**config.mk**
```make
export PLATFORM = sky130hd
export DESIGN_NAME = asram_ctrl
export DESIGN_NICKNAME = d
export VERILOG_FILES = /design/src/rtl/sramc_pkg.sv /design/src/rtl/sramc_seq.sv /design/src/rtl/sramc_lanemap.sv /design/src/rtl/asram_ctrl.sv
export SDC_FILE = /design/constraint.sdc
export NUM_CORES = 1
export LEC_CHECK = 0
export BUFFER_PORTS_ARGS = -buffer_cell sky130_fd_sc_hd__buf_2
export CAP_MARGIN = 20
export CORE_MARGIN = 4
export CORE_UTILIZATION = 53
export DETAILED_ROUTE_END_ITERATION = 10
export PLACE_DENSITY = 0.86
export SETUP_SLACK_MARGIN = 0.02
export SLEW_MARGIN = 20
export SYNTH_ARGS = -nofsm -noshare
export SYNTH_HDL_FRONTEND = slang
export SYNTH_SLANG_ARGS = --single-unit
```
**constraint.sdc**
```tcl
create_clock -name clk -period 4.6 [get_ports clk]
set_input_delay 0.46 -clock clk [delete_from_list [all_inputs] [get_ports clk]]
set_output_delay 0.46 -clock clk [all_outputs]
set_load 0.02 [all_outputs]
```
**src/rtl/sramc_pkg.sv**
```systemverilog
package sramc_pkg;

  typedef enum logic [2:0] {
    PH_IDLE    = 3'd0,
    PH_WSTROBE = 3'd1,
    PH_WGUARD  = 3'd2,
    PH_RTURN   = 3'd3,
    PH_RACCESS = 3'd4
  } phase_t;

  // Width of a down-counter able to hold the longer of two phase lengths.
  function automatic int unsigned f_cnt_width(input int unsigned a, input int unsigned b);
    int unsigned m;
    m = (a > b) ? a : b;
    if (m < 1) m = 1;
    return $clog2(m + 1);
  endfunction

  // Half of the data word targeted by a halfword access.
  function automatic logic f_half_pick(input logic half_mode, input logic addr_lsb,
                                       input int unsigned half_idx);
    return !half_mode || (addr_lsb == half_idx[0]);
  endfunction

endpackage

```
**src/rtl/sramc_seq.sv**
```systemverilog
module sramc_seq
  import sramc_pkg::*;
#(
  parameter int unsigned WR_CYC = 3,
  parameter int unsigned RD_CYC = 4
) (
  input  logic clk,
  input  logic rst_n,
  input  logic start,
  input  logic start_wr,
  output logic idle,
  output logic sel_active,
  output logic we_n,
  output logic oe_n,
  output logic drive,
  output logic sample_now
);

  localparam int unsigned CW = f_cnt_width(WR_CYC, RD_CYC);
  localparam logic [CW-1:0] WR_LOAD = CW'(WR_CYC - 1);
  localparam logic [CW-1:0] RD_LOAD = CW'(RD_CYC - 1);

  phase_t phase_q, phase_d;
  logic [CW-1:0] cnt_q, cnt_d;
  logic cnt_zero;

  assign cnt_zero = (cnt_q == '0);

  always_comb begin
    phase_d    = phase_q;
    cnt_d      = cnt_q;
    sample_now = 1'b0;
    unique case (phase_q)
      PH_IDLE: begin
        if (start) begin
          if (start_wr) begin
            phase_d = PH_WSTROBE;
            cnt_d   = WR_LOAD;
          end else begin
            phase_d = PH_RTURN;
          end
        end
      end
      PH_WSTROBE: begin
        if (cnt_zero) phase_d = PH_WGUARD;
        else          cnt_d   = cnt_q - CW'(1);
      end
      PH_WGUARD: phase_d = PH_IDLE;
      PH_RTURN: begin
        phase_d = PH_RACCESS;
        cnt_d   = RD_LOAD;
      end
      PH_RACCESS: begin
        if (cnt_zero) begin
          phase_d    = PH_IDLE;
          sample_now = 1'b1;
        end else begin
          cnt_d = cnt_q - CW'(1);
        end
      end
      default: phase_d = PH_IDLE;
    endcase
  end

  always_ff @(posedge clk or negedge rst_n) begin
    if (!rst_n) begin
      phase_q <= PH_IDLE;
      cnt_q   <= '0;
    end else begin
      phase_q <= phase_d;
      cnt_q   <= cnt_d;
    end
  end

  // Named phase events, decoded straight from the phase register.
  assign idle       = (phase_q == PH_IDLE);
  assign sel_active = (phase_q == PH_WSTROBE) || (phase_q == PH_RTURN) ||
                      (phase_q == PH_RACCESS);
  assign we_n       = (phase_q != PH_WSTROBE);
  assign oe_n       = (phase_q != PH_RACCESS);
  assign drive      = (phase_q == PH_WSTROBE) || (phase_q == PH_WGUARD);

  // Checker: length of the current strobe or access run, counted separately.
  logic [CW:0] run_q;
  always_ff @(posedge clk or negedge rst_n) begin
    if (!rst_n) run_q <= '0;
    else if (phase_q == PH_WSTROBE || phase_q == PH_RACCESS) run_q <= run_q + (CW+1)'(1);
    else run_q <= '0;
  end

  assert_strobe_width_R3: assert property (@(posedge clk) disable iff (!rst_n)
    (phase_q == PH_WGUARD) |-> (run_q == (CW+1)'(WR_CYC)));

  assert_access_width_R4: assert property (@(posedge clk) disable iff (!rst_n)
    sample_now |-> (run_q == (CW+1)'(RD_CYC - 1)));

  assert_guard_single_R3: assert property (@(posedge clk) disable iff (!rst_n)
    (phase_q == PH_WGUARD) |=> idle);

endmodule

```
**src/rtl/sramc_lanemap.sv**
```systemverilog
module sramc_lanemap
  import sramc_pkg::*;
#(
  parameter int unsigned ADDR_W = 18,
  parameter int unsigned LANES  = 4,
  parameter int unsigned LANE_W = 8
) (
  input  logic                      half_mode,
  input  logic [ADDR_W:0]           host_addr,
  input  logic [LANES-1:0]          mask,
  input  logic [LANES*LANE_W-1:0]   wdata,
  input  logic [LANES*LANE_W-1:0]   dq_in,
  input  logic                      is_write,
  input  logic                      sel_active,
  output logic [ADDR_W-1:0]         mem_addr,
  output logic [1:0]                ce_n,
  output logic [LANES-1:0]          bs_n,
  output logic [LANES*LANE_W-1:0]   dq_out,
  output logic [LANES*LANE_W-1:0]   rdata
);

  localparam int unsigned HL = LANES / 2;

  logic addr_lsb;
  assign addr_lsb = host_addr[0];
  assign mem_addr = half_mode ? host_addr[ADDR_W:1] : host_addr[ADDR_W-1:0];

  for (genvar h = 0; h < 2; h++) begin : g_half
    assign ce_n[h] = !(sel_active && f_half_pick(half_mode, addr_lsb, h));
  end

  for (genvar i = 0; i < LANES; i++) begin : g_lane
    localparam int unsigned H = i / HL;
    localparam int unsigned J = i % HL;
    logic lane_en;
    assign lane_en = is_write ? (half_mode ? mask[J] : mask[i]) : 1'b1;
    assign bs_n[i] = !(sel_active && f_half_pick(half_mode, addr_lsb, H) && lane_en);
    assign dq_out[i*LANE_W +: LANE_W] = half_mode ? wdata[J*LANE_W +: LANE_W]
                                                  : wdata[i*LANE_W +: LANE_W];
    if (i < HL) begin : g_low
      assign rdata[i*LANE_W +: LANE_W] =
        (half_mode && addr_lsb) ? dq_in[(i+HL)*LANE_W +: LANE_W]
                                : dq_in[i*LANE_W +: LANE_W];
    end else begin : g_high
      assign rdata[i*LANE_W +: LANE_W] = half_mode ? '0 : dq_in[i*LANE_W +: LANE_W];
    end
  end

  always_comb begin
    if (!sel_active) begin
      assert_idle_quiet_R1: assert (ce_n == 2'b11 && bs_n == '1);
    end
    if (sel_active && half_mode) begin
      assert_one_half_R7: assert ($countones(~ce_n) == 1);
    end
  end

endmodule

```
**src/rtl/asram_ctrl.sv**
```systemverilog
module asram_ctrl #(
  parameter int unsigned ADDR_W = 18,
  parameter int unsigned LANES  = 4,
  parameter int unsigned LANE_W = 8,
  parameter int unsigned WR_CYC = 3,
  parameter int unsigned RD_CYC = 4
) (
  input  logic                     clk,
  input  logic                     rst_n,
  input  logic                     cfg_half16,
  input  logic                     req_valid,
  output logic                     req_ready,
  input  logic [ADDR_W:0]          req_addr,
  input  logic                     req_write,
  input  logic [LANES-1:0]         req_mask,
  input  logic [LANES*LANE_W-1:0]  req_wdata,
  output logic                     rsp_valid,
  output logic [LANES*LANE_W-1:0]  rsp_rdata,
  output logic [ADDR_W-1:0]        mem_addr,
  output logic [1:0]               mem_ce_n,
  output logic [LANES-1:0]         mem_bs_n,
  output logic                     mem_we_n,
  output logic                     mem_oe_n,
  output logic [LANES*LANE_W-1:0]  mem_dq_o,
  output logic                     mem_dq_oe,
  input  logic [LANES*LANE_W-1:0]  mem_dq_i
);

  localparam int unsigned DATA_W = LANES * LANE_W;

  logic idle, sel_active, sample_now, accept;
  logic mode_q, wr_q;
  logic [ADDR_W:0] addr_q;
  logic [LANES-1:0] mask_q;
  logic [DATA_W-1:0] wdata_q, map_rdata;

  assign accept    = req_valid && idle;
  assign req_ready = idle;

  always_ff @(posedge clk or negedge rst_n) begin
    if (!rst_n) begin
      mode_q  <= 1'b0;
      wr_q    <= 1'b0;
      addr_q  <= '0;
      mask_q  <= '0;
      wdata_q <= '0;
    end else if (accept) begin
      mode_q  <= cfg_half16;
      wr_q    <= req_write;
      addr_q  <= req_addr;
      mask_q  <= req_mask;
      wdata_q <= req_wdata;
    end
  end

  sramc_seq #(.WR_CYC(WR_CYC), .RD_CYC(RD_CYC)) seq_i (
    .clk        (clk),
    .rst_n      (rst_n),
    .start      (accept),
    .start_wr   (req_write),
    .idle       (idle),
    .sel_active (sel_active),
    .we_n       (mem_we_n),
    .oe_n       (mem_oe_n),
    .drive      (mem_dq_oe),
    .sample_now (sample_now)
  );

  sramc_lanemap #(.ADDR_W(ADDR_W), .LANES(LANES), .LANE_W(LANE_W)) map_i (
    .half_mode  (mode_q),
    .host_addr  (addr_q),
    .mask       (mask_q),
    .wdata      (wdata_q),
    .dq_in      (mem_dq_i),
    .is_write   (wr_q),
    .sel_active (sel_active),
    .mem_addr   (mem_addr),
    .ce_n       (mem_ce_n),
    .bs_n       (mem_bs_n),
    .dq_out     (mem_dq_o),
    .rdata      (map_rdata)
  );

  always_ff @(posedge clk or negedge rst_n) begin
    if (!rst_n) begin
      rsp_valid <= 1'b0;
      rsp_rdata <= '0;
    end else begin
      rsp_valid <= sample_now;
      if (sample_now) rsp_rdata <= map_rdata;
    end
  end

  assert_excl_strobes_R10: assert property (@(posedge clk) disable iff (!rst_n)
    !(!mem_we_n && !mem_oe_n));

  assert_no_drive_on_read_R10: assert property (@(posedge clk) disable iff (!rst_n)
    !(mem_dq_oe && !mem_oe_n));

  assert_busy_after_accept_R2: assert property (@(posedge clk) disable iff (!rst_n)
    (req_valid && req_ready) |=> !req_ready);

  assert_hold_in_strobe_R3: assert property (@(posedge clk) disable iff (!rst_n)
    (!mem_we_n && !$past(mem_we_n)) |->
      ($stable(mem_addr) && $stable(mem_ce_n) && $stable(mem_bs_n) && $stable(mem_dq_o)));

  assert_guard_drive_R3: assert property (@(posedge clk) disable iff (!rst_n)
    $rose(mem_we_n) |-> mem_dq_oe);

  assert_guard_ends_R3: assert property (@(posedge clk) disable iff (!rst_n)
    (mem_dq_oe && mem_we_n) |=> !mem_dq_oe);

  assert_turn_before_oe_R4: assert property (@(posedge clk) disable iff (!rst_n)
    $fell(mem_oe_n) |-> (!$past(mem_dq_oe) && ($past(mem_ce_n) != 2'b11)));

  assert_rsp_pulse_R5: assert property (@(posedge clk) disable iff (!rst_n)
    rsp_valid |=> !rsp_valid);

  assert_rsp_after_read_R5: assert property (@(posedge clk) disable iff (!rst_n)
    rsp_valid |-> !$past(mem_oe_n));

  assert_single_half_R7: assert property (@(posedge clk) disable iff (!rst_n)
    (mode_q && mem_ce_n != 2'b11) |-> ($countones(mem_ce_n) == 1));

endmodule

```
==> summary.md, run 1 <==
| Metric | Value |
|---|---|
| Status | `complete, no violations` |
| Tightest Pin Transition | `between 900 and 1000 ps` |
| Critical path's slowest cell | `nand2_1` |
| DRT antenna net count | `0` |
| Vias in the first global route | `3670` |
| Worst r2r src | `mode_q` |
| Primary FF master, synth | `dfrtp_1` |
| GRT Total Usage | `0.214` |
| CTS tree | `done` |
| Hold Path Class | `in2async` |
| Mapped Avg Cell Area | `roughly 12 um2` |
| RSZ-0062 raised after global routing | `false` |
| Mapped cell area | `approximately 0.0046 mm2` |
| DR vias | `between 3000 and 4000` |
| Top delay family on crit path | `simple AND/OR/NAND/NOR gates` |
| Initial antenna violation count | `0` |
| R2r setup slk | `about 2400 ps` |
| Die H | `between 100 and 150 um` |
| Crit path cell chain | `buf_4 -> nand2_1 -> o21a_1 -> o21ai_0 -> buf_2` |
| Pre-CTS setup slack | `around 2000 ps` |
| Skew-Pair Late Insertion Delay | `350 ps` |
| DR iter-0 viols | `between 100 and 150` |
| Setup TNS | `0 ps` |
| Reg-to-Reg End | `rsp_rdata[2]` |
| Final Setup Violations | `0` |
| CTS Root Cell | `clkbuf_8` |
| CP Capture Type | `output pin` |
| CTS Buf Count | `9` |
| Setup bufs post-CTS | `0` |
| Rel. slew slack | `0.337` |
| Req. time, crit path | `between 4000 and 5000 ps` |
| FFs w/ async S/R, synth | `1.00` |
| Vias per inst | `between 5 and 6` |
| Worst stage delay on the critical path | `720 ps` |
| Final nets | `around 620` |
| Yosys warns | `0` |
| I/O pin total | `roughly 190` |
| Crit path kind | `reg2out` |
| Most common cell after layout, fill and taps aside | `buf_2` |
| Number of synthesized flops with an enable pin | `0` |
| Max FO, Critical Path | `37` |
| Post-route DRC | `0` |
| DIE WIDTH | `101 um` |
| Reg clk slew, reported paths | `~100 ps` |
| Antenna diodes | `0` |
| Final HPWL DP | `roughly 7900 um` |
| Post-synthesis sequential element count | `96` |
| Fin worst setup slack | `around 1600 ps` |
| R2R cell count | `4` |
| Core area | `around 0.0083 mm2` |
| Area Growth Syn to Fin | `23.1%` |
| Setup Skew | `about 10 ps` |
| Initial Util | `0.555` |
| PD cells | `around 800 mW/mm2` |
| Synth Instances | `372` |
| First-pass GRT wire length | `approximately 18000 um` |
| Total of max-cap violations | `0` |
| Final period utilization | `0.644` |
| Post-CTS Hold Buffers | `0` |
| RePlAce Congestion | `0.822` |
| Grt ovf | `0` |
| Num Clock Sinks | `96` |
| Final Hold Viols | `0` |
| Pin count of the biggest net entering global routing | `53` |
| FP Rows | `33` |
| Post-Syn Nets | `between 400 and 500` |
| Slew Limit Fails | `0` |
| Routed wire length | `10900 um` |
| Static Leak | `2.81 nW` |
| Fmax achieved | `337 MHz` |
| First-pass iteration count of the detailed router | `5` |
| Setup crit start kind | `register` |
| H-tree depth | `3` |
| Avg WL per Cell | `17.0 um` |
| Filler cells | `between 600 and 700` |
| Min Tclk post-route | `2960 ps` |
| Most frequent cells in the layout | `buf_2, dfrtp_1, mux2_2, a21oi_1, nand2_1` |
| Peak VDD IR | `~0.45 mV` |
| Seq/Total Area, Yosys | `0.519` |
| Layout cells sized above 1 | `0.555` |
| Die Footprint | `a little over 0.01 mm2` |
| Maximum clock path buffer count | `2` |
| Post-CTS Resized | `0` |
| Worst Path Arrival | `about 2500 ps` |
| Yosys cell types | `35` |
| Port bufs | `184` |
| Buf+Inv Stages, Crit Path | `2` |
==> synthesized netlist by cell type, drive strengths merged (3+ instances only) <==
cell / instances / share of area
buf: 37 / 0.056
dfrtp: 96 / 0.52
a21boi: 16 / 0.026
mux2i: 18 / 0.039
nor4b: 3 / 0.0089
nor2: 5 / 0.0041
clkbuf: 6 / 0.0049
a211oi: 3 / 0.0049
o21ai: 6 / 0.0065
nand2: 20 / 0.016
a21oi: 33 / 0.036
inv: 6 / 0.0049
a21o: 4 / 0.0065
a31o: 16 / 0.030
mux2: 84 / 0.20
==> power by group <==
group	internal (W)	total [W]	switching [W]
registers	0.00123	0.00151	0.000280
clock network	0.000324	0.000614	0.000290
logic	0.00107	0.00247	0.00140
==> stage by stage <==
stage | area (um2) | util | std cells | total power, W | hold slack [ps]
2_1_floorplan | 4630 | - | 372 | 0.00335 | 164
3_3_place_gp | 5460 | 0.654 | 623 | 0.00392 | 470
3_5_place_dp | 5460 | 0.654 | 623 | 0.00400 | 473
4_1_cts | 5680 | 0.682 | 639 | 0.00463 | 142
5_1_grt | 5700 | 0.683 | 640 | 0.00490 | 160
6_report | 5700 | 0.683 | 640 | 0.00459 | 125
==> worst register-to-register path: stages, from the launching register on <==
cell	delay, ps
dfrtp_1	370
buf_4	440
nand2_1	720
mux2i_1	420
a21oi_1	110
==> cell families after synthesis <==
kind of cell | share of synthesized area
compound gates | 0.116
xor+xnor | 0.00378
fa+ha+maj | 0.00540
buf+inv | 0.0662
flops | 0.519
mux | 0.243
simple gates | 0.0462
==> cell type report <==
cell class                 instances  area, um2  area share
multi-input combinational        226       1920       0.338
timing repair buffer             190        985       0.173
clock inverter                     6       90.1      0.0158
inverter                           7       26.3     0.00461
clock buffer                      10        138      0.0242
tap                              105        131      0.0231
sequential                        96       2400       0.422
==> state kept, by name, summed over array words and instances, names as in the netlist <==
signal and cells:
seq_i.cnt_q 3, rsp_rdata 32, mode_q 1, rsp_valid 1, seq_i.phase_q 3, addr_q 19, wdata_q 32, wr_q 1
mask_q 4
==> how the worst max path moves through the flow <==
stage | start | end | slack [ps] | depth (start not counted)
5_1_grt | mode_q | mem_bs_n[0] | 1450 | 5
4_1_cts | mode_q | mem_bs_n[0] | 1630 | 5
2_1_floorplan | mode_q | mem_bs_n[2] | 2700 | 4
3_3_place_gp | mode_q | mem_bs_n[1] | 2130 | 5
3_5_place_dp | mode_q | mem_bs_n[0] | 2030 | 5
6_report | mode_q | mem_bs_n[0] | 1640 | 5
==> per-layer routing <==
| metal | wire length (um) | global-route usage | up-vias | part of all wire |
|---|---|---|---|---|
| met5 | 0 | 0 | - | 0 |
| met4 | 328 | 0.0941 | 0 | 0.030 |
| met3 | 601 | 0.0427 | 28 | 0.055 |
| met2 | 5640 | 0.362 | 129 | 0.52 |
| met1 | 4300 | 0.266 | 1693 | 0.40 |
| li1 | - | - | 1627 | - |
(Power assumes the default switching activity.)
==> inputs of run 2 (changes only) <==
--- a/config.mk
+++ b/config.mk
@@ -8,9 +8,9 @@
 export BUFFER_PORTS_ARGS = -buffer_cell sky130_fd_sc_hd__buf_2
 export CAP_MARGIN = 20
 export CORE_MARGIN = 4
-export CORE_UTILIZATION = 53
+export CORE_UTILIZATION = 44
 export DETAILED_ROUTE_END_ITERATION = 10
-export PLACE_DENSITY = 0.86
+export PLACE_DENSITY = 0.77
 export SETUP_SLACK_MARGIN = 0.02
 export SLEW_MARGIN = 20
 export SYNTH_ARGS = -nofsm -noshare
==> constraint.sdc (replaced) <==
create_clock -name clk -period 2.6 [get_ports clk]
set_input_delay 0.26 -clock clk [delete_from_list [all_inputs] [get_ports clk]]
set_output_delay 0.26 -clock clk [all_outputs]
set_load 0.02 [all_outputs]
==> run 2 against run 1 <==
Effect of this change:
- clock-buffer cell count increased by 1
- critical path type unchanged
- final cell count increased by 5.8%
- sequential power increased by 79%
- largest cell class unchanged
- largest power group unchanged
- critical endpoint is now mem_oe_n
- worst hold slack got worse by 21 ps
- first-iteration DRC count increased by 95%
- cell area increased by 1.1%
- flip-flop and latch count unchanged
- clock skew decreased by 6.0 ps
==> summary.md, run 2 (synthesis results as in run 1) <==
| Metric | Value |
|---|---|
| Status | `complete, no violations` |
| Setup crit start kind | `register` |
| Fmax achieved | `between 400 and 500 MHz` |
| Min Tclk post-route | `2210 ps` |
| Final hold slack | `103 ps (-21.3 ps)` |
| Final core utilization | `0.561 (-0.123)` |
| Skew-Pair Late Insertion Delay | `350 ps (about the same)` |
| Die Footprint | `0.0122 mm2 (+19%)` |
| Grt ovf | `0 (unchanged)` |
| Initial antenna violation count | `0 (unchanged)` |
| Sequential power share | `0.333 (+0.004)` |
| DIE WIDTH | `111 um (+9.0%)` |
| Rel. slew slack | `0.517 (+0.179)` |
| Most frequent cells in the layout | `buf_2, dfrtp_1, mux2_2, a21oi_1, nand2_1` |
| Core area | `0.0103 mm2 (+23%)` |
| Static Leak | `2.82 nW (+0.52%)` |
| Num Clock Sinks | `96 (unchanged)` |
| Reg clk slew, reported paths | `90 ps (about the same)` |
| Total of max-cap violations | `0 (unchanged)` |
| Pre-CTS setup slack | `759 ps (-1270 ps)` |
| Pin count of the biggest net entering global routing | `58 (+9.4%)` |
| Final HPWL DP | `8500 um (+7.6%)` |
| Final Hold Viols | `0 (unchanged)` |
| CP Capture Type | `output pin` |
| First-pass GRT wire length | `19000 um (+8.0%)` |
| Final Setup Violations | `0 (unchanged)` |
| Maximum clock path buffer count | `2 (unchanged)` |
| Vias per inst | `5.15 (-5.1%)` |
| NetSw | `0.00351 W (+78%)` |
| Peak VDD IR | `0.576 mV (+27%)` |
| Filler cells | `925 (+48%)` |
| Most common cell after layout, fill and taps aside | `buf_2` |
| Final period utilization | `0.851` |
| Slew Limit Fails | `0 (unchanged)` |
| GRT Total Usage | `0.190 (-0.0235)` |
| Die H | `111 um (+9.0%)` |
| Worst Path Arrival | `1950 ps (-550 ps)` |
| Hold Path Class | `in2reg` |
| CTS Buf Count | `9 (unchanged)` |
| Routed wire length | `11500 um (+5.9%)` |
| Cell Int Power | `0.00463 W (+77%)` |
| H-tree depth | `3 (unchanged)` |
| CTS Root Cell | `clkbuf_8` |
| DRT antenna net count | `0 (unchanged)` |
| Layout cells sized above 1 | `0.556 (+0.00124)` |
| Tightest Pin Transition | `725 ps (-267 ps)` |
| Initial Util | `0.450 (-0.105)` |
| CTS tree | `done` |
| Worst hold stages | `3` |
| Setup TNS | `0 ps (unchanged)` |
| Crit path kind | `reg2out` |
| Fin worst setup slack | `388 ps (-1250 ps)` |
| PD cells | `1410 mW/mm2 (+75%)` |
| Vias in the first global route | `3707 (+1.0%)` |
| Max FO, Critical Path | `33 (-11%)` |
| Final nets | `630 (+0.96%)` |
| Biggest regs | `rsp_rdata (32), wdata_q (32), addr_q (19)` |
| RSZ-0062 raised after global routing | `false` |
| Clock power share | `0.132 (-0.002)` |
| Post-CTS Resized | `0 (unchanged)` |
| Net Sw Frac | `0.431 (+0.00152)` |
| First-pass iteration count of the detailed router | `4 (-1)` |
| Antenna diodes | `0 (unchanged)` |
| Area Growth Syn to Fin | `24.4%` |
| Port bufs | `184 (unchanged)` |
| Req. time, crit path | `2340 ps (-1800 ps)` |
| Register area | `0.00240 mm2 (about the same)` |
| I/O pin total | `185 (unchanged)` |
| FP Rows | `37 (+12%)` |
| Post-route DRC | `0 (unchanged)` |
| DR iter-0 viols | `254 (+95%)` |
| R2R cell count | `3 (-1)` |
| RePlAce Congestion | `0.841 (+2.3%)` |
| Footprint of the multi-input gates | `0.00192 mm2 (about the same)` |
| Part of the power in combinational logic | `0.535 (-0.002)` |
| Setup bufs post-CTS | `0 (unchanged)` |
| DR vias | `3489 (+0.35%)` |
| Setup Skew | `4.47 ps (-6.02 ps)` |
| Avg WL per Cell | `17.0 um (+0.14%)` |
==> run 2: power groups by stage <==
stage               Sequential (W)  Clock (W)  Combinational [W]
finish                     0.00271    0.00108            0.00435
global route               0.00281    0.00119            0.00470
CTS                        0.00271    0.00111            0.00441
detailed placement         0.00273          0            0.00440
global placement           0.00269          0            0.00430
floorplan                  0.00275          0            0.00319
==> run 2: final cells by class <==
cell class | instances | area share
multi-input cells | 226 | 0.334
flip-flops and latches | 96 | 0.417
clock inverters | 5 | 0.0139
repair buffers | 196 | 0.176
clock buffers | 11 | 0.0245
inverters | 7 | 0.00456
well taps | 136 | 0.0295
==> run 2: metal layers <==
metal  up-vias  GRT usage  part of all wire
met4         0     0.0624             0.014
li1       1634          -                 -
met3        16     0.0658             0.098
met1      1664      0.244              0.42
met5         -          0                 0
met2       175      0.302              0.46
==> run 2: worst max-delay path, cell delays in order (launching register included) <==
cell	delay, ps
dfrtp_1	580
nor3b_4	360
buf_4	370
inv_1	100
buf_2	180
==> run 2: timing repair <==
item / in CTS / in global routing
hold endpoints to repair: 55 / 0
hold buffers: 1 / 0
endpoints found under the setup margin: 0 / 0
==> run 2: per-stage QoR <==
stage	power, W	instance area, um2	cells
floorplan	0.00593	4630	372
global placement	0.00700	5530	660
detailed placement	0.00713	5530	660
CTS	0.00823	5760	677
global route	0.00870	5760	677
finish	0.00814	5760	677
==> run 2: path summary, 6_finish.rpt <==
kind | from | to | slack [ps]
hold reg to reg | mask_q[3] | mask_q[3] | 490
max in group asynchronous | rst_n | addr_q[14] | 1330
min in group asynchronous | rst_n | rsp_rdata[11] | 490
hold / removal | req_mask[2] | mask_q[2] | 100
setup / recovery | seq_i.phase_q[1] | mem_oe_n | 390
setup reg to reg | seq_i.phase_q[1] | wdata_q[12] | 740
==> inputs of run 3 (changes only) <==
--- a/config.mk
+++ b/config.mk
@@ -5,12 +5,13 @@
 export SDC_FILE = /design/constraint.sdc
 export NUM_CORES = 1
 export LEC_CHECK = 0
-export BUFFER_PORTS_ARGS = -buffer_cell sky130_fd_sc_hd__buf_2
+export BUFFER_PORTS_ARGS = -buffer_cell sky130_fd_sc_hd__clkbuf_2
 export CAP_MARGIN = 20
 export CORE_MARGIN = 4
 export CORE_UTILIZATION = 44
 export DETAILED_ROUTE_END_ITERATION = 10
 export PLACE_DENSITY = 0.77
+export REMOVE_ABC_BUFFERS = 1
 export SETUP_SLACK_MARGIN = 0.02
 export SLEW_MARGIN = 20
 export SYNTH_ARGS = -nofsm -noshare
==> run 3 against run 2 <==
Effect of this change:
- clock power barely moved
- core utilization rose by 0.24 points
- highest routed layer unchanged
- sequential share of layout area fell by 0.18 points
- largest power group unchanged
- critical endpoint is now mem_bs_n[2]
==> summary.md, run 3 (synthesis results as in run 1) <==
| Metric | Value |
|---|---|
| FP Rows | `37 (unchanged)` |
| Static Leak | `2.87 nW (+1.6%)` |
| Initial Util | `0.450 (unchanged)` |
| CTS tree | `done` |
| DR iter-0 viols | `137 (-46%)` |
| Pre-CTS setup slack | `749 ps (-9.96 ps)` |
| Port bufs | `184 (unchanged)` |
| Reg clk slew, reported paths | `90 ps (about the same)` |
| Power Total | `0.00819 W (+0.59%)` |
| DIE WIDTH | `111 um (unchanged)` |
| I/O pin total | `185 (unchanged)` |
| RePlAce Congestion | `0.824 (-2.0%)` |
| Most common cell after layout, fill and taps aside | `clkbuf_2` |
| Skew-Pair Late Insertion Delay | `360 ps (about the same)` |
| Num Clock Sinks | `96 (unchanged)` |
| Min Tclk post-route | `2270 ps (+52.8 ps)` |
| R2R cell count | `6 (+3)` |
| Rel. slew slack | `0.551 (+0.0344)` |
| Final Setup Violations | `0 (unchanged)` |
| Crit path kind | `reg2out` |
| Antenna diodes | `0 (unchanged)` |
| Grt ovf | `0 (unchanged)` |
| Status | `complete, no violations` |
| Max FO, Critical Path | `25 (-24%)` |
| Post-route DRC | `0 (unchanged)` |
| Part of the power in combinational logic | `0.534 (about the same)` |
| Pin count of the biggest net entering global routing | `53 (-8.6%)` |
| Setup bufs post-CTS | `0 (unchanged)` |
| Layout cells sized above 1 | `0.556 (unchanged)` |
| Reg-to-Reg End | `rsp_rdata[17]` |
| Sequential power share | `0.334 (about the same)` |
| Peak VDD IR | `0.817 mV (+42%)` |
| Hold Path Class | `in2reg` |
| Biggest regs | `rsp_rdata (32), wdata_q (32), addr_q (19)` |
| DRT antenna net count | `0 (unchanged)` |
| Area Growth Syn to Fin | `25.0%` |
| CP endpoint | `mem_bs_n[2]` |
| DP Area | `0.00555 mm2 (+0.45%)` |
| CTS Root Cell | `clkbuf_8` |
| Final hold slack | `89.1 ps (-14.2 ps)` |
| Fmax achieved | `441 MHz (-2.3%)` |
| Tightest Pin Transition | `673 ps (-51.6 ps)` |
| R2r setup slk | `740 ps (about the same)` |
| Total of max-cap violations | `0 (unchanged)` |
| Worst r2r src | `seq_i.cnt_q[0]` |
| Worst Path Arrival | `2010 ps (+60 ps)` |
| Setup crit start kind | `register` |
| Die Footprint | `0.0122 mm2 (unchanged)` |
| Most frequent cells in the layout | `clkbuf_2, dfrtp_1, mux2_2, a21oi_1, nand2_1` |
| Filler cells | `914 (-1.2%)` |
| Final HPWL DP | `8560 um (+0.64%)` |
| First-pass GRT wire length | `18500 um (-2.5%)` |
| Vias per inst | `5.19 (+0.80%)` |
| Cell Int Power | `0.00465 W (+0.31%)` |
| Maximum clock path buffer count | `2 (unchanged)` |
| Fin worst setup slack | `335 ps (-52.8 ps)` |
| GRT Total Usage | `0.184 (-0.00629)` |
| Req. time, crit path | `2340 ps (about the same)` |
| Final Hold Viols | `0 (unchanged)` |
| H-tree depth | `3 (unchanged)` |
| Finished Layout Cells | `677 (unchanged)` |
| DR vias | `3517 (+0.80%)` |
| Die H | `111 um (unchanged)` |
| Avg WL per Cell | `16.8 um (-1.1%)` |
| CP Capture Type | `output pin` |
| Final nets | `630 (unchanged)` |
| RSZ-0062 raised after global routing | `false` |
| Clock power share | `0.133 (about the same)` |
| Final period utilization | `0.871 (+0.0203)` |
| First-pass iteration count of the detailed router | `4 (unchanged)` |
| Post-route cell area | `0.00579 mm2 (+0.43%)` |
| DP Cell Count | `660 (unchanged)` |
| Core area | `0.0103 mm2 (unchanged)` |
| Setup Skew | `10.1 ps (+5.59 ps)` |
| PD cells | `1410 mW/mm2 (+0.15%)` |
| Initial antenna violation count | `0 (unchanged)` |
| NetSw | `0.00354 W (+0.96%)` |
| Net Sw Frac | `0.432 (+0.00160)` |
| Vias in the first global route | `3792 (+2.3%)` |
| Slew Limit Fails | `0 (unchanged)` |
| CTS Buf Count | `9 (unchanged)` |
| Worst Setup SP | `seq_i.phase_q[1]` |
| Routed wire length | `11400 um (-1.1%)` |
run 3: power by group through the flow:
stage	registers [W]	logic [W]	clock network, W
after CTS	0.00275	0.00442	0.00111
after global placement	0.00271	0.00432	0
after global routing	0.00284	0.00468	0.00118
after floorplan	0.00304	0.00258	0
final	0.00273	0.00437	0.00109
after detailed placement	0.00277	0.00441	0
run 3: worst min-delay path by stage:
stage	to	slack (ps)	start	depth (start not counted)
final	mask_q[1]	90	req_mask[1]	3
after global routing	mask_q[3]	80	req_mask[3]	3
after CTS	mask_q[2]	70	req_mask[2]	3
after detailed placement	rsp_rdata[5]	330	rst_n	1
after global placement	rsp_rdata[15]	330	rst_n	1
after floorplan	addr_q[0]	-40	rst_n	0
run 3: metrics by stage:
step                 util  TNS (ps)
finish              0.563         0
global route        0.563         0
CTS                 0.563         0
detailed placement  0.540         0
global placement    0.540         0
floorplan               -    -29220
run 3: area by class of cell:
type,instances,area (um2),area share
well taps,136,170,0.0294
clock inverters,5,80.1,0.0138
clock buffers,11,141,0.0244
repair buffers,196,1040,0.180
flip-flops and latches,96,2400,0.415
inverters,7,26.3,0.00454
multi-input cells,226,1920,0.332
run 3: repair_timing:
action                                 CTS  global route
endpoints found under the hold margin   49             0
hold buffers                             1             0
gates resized for setup                  0             0
run 3: layer usage:
metal	global-route usage	share of wire	up-vias
li1	-	-	1638
met1	0.212	0.39	1745
met2	0.325	0.53	106
met3	0.0345	0.044	28
met4	0.0920	0.031	0
met5	0	0	-
run 3: worst max-delay path: stages, from the launching register on:
cell and delay [ps]:
dfrtp_1 580, nor3b_4 270, buf_4 290, o22ai_1 170, a21o_1 190, clkbuf_2 150
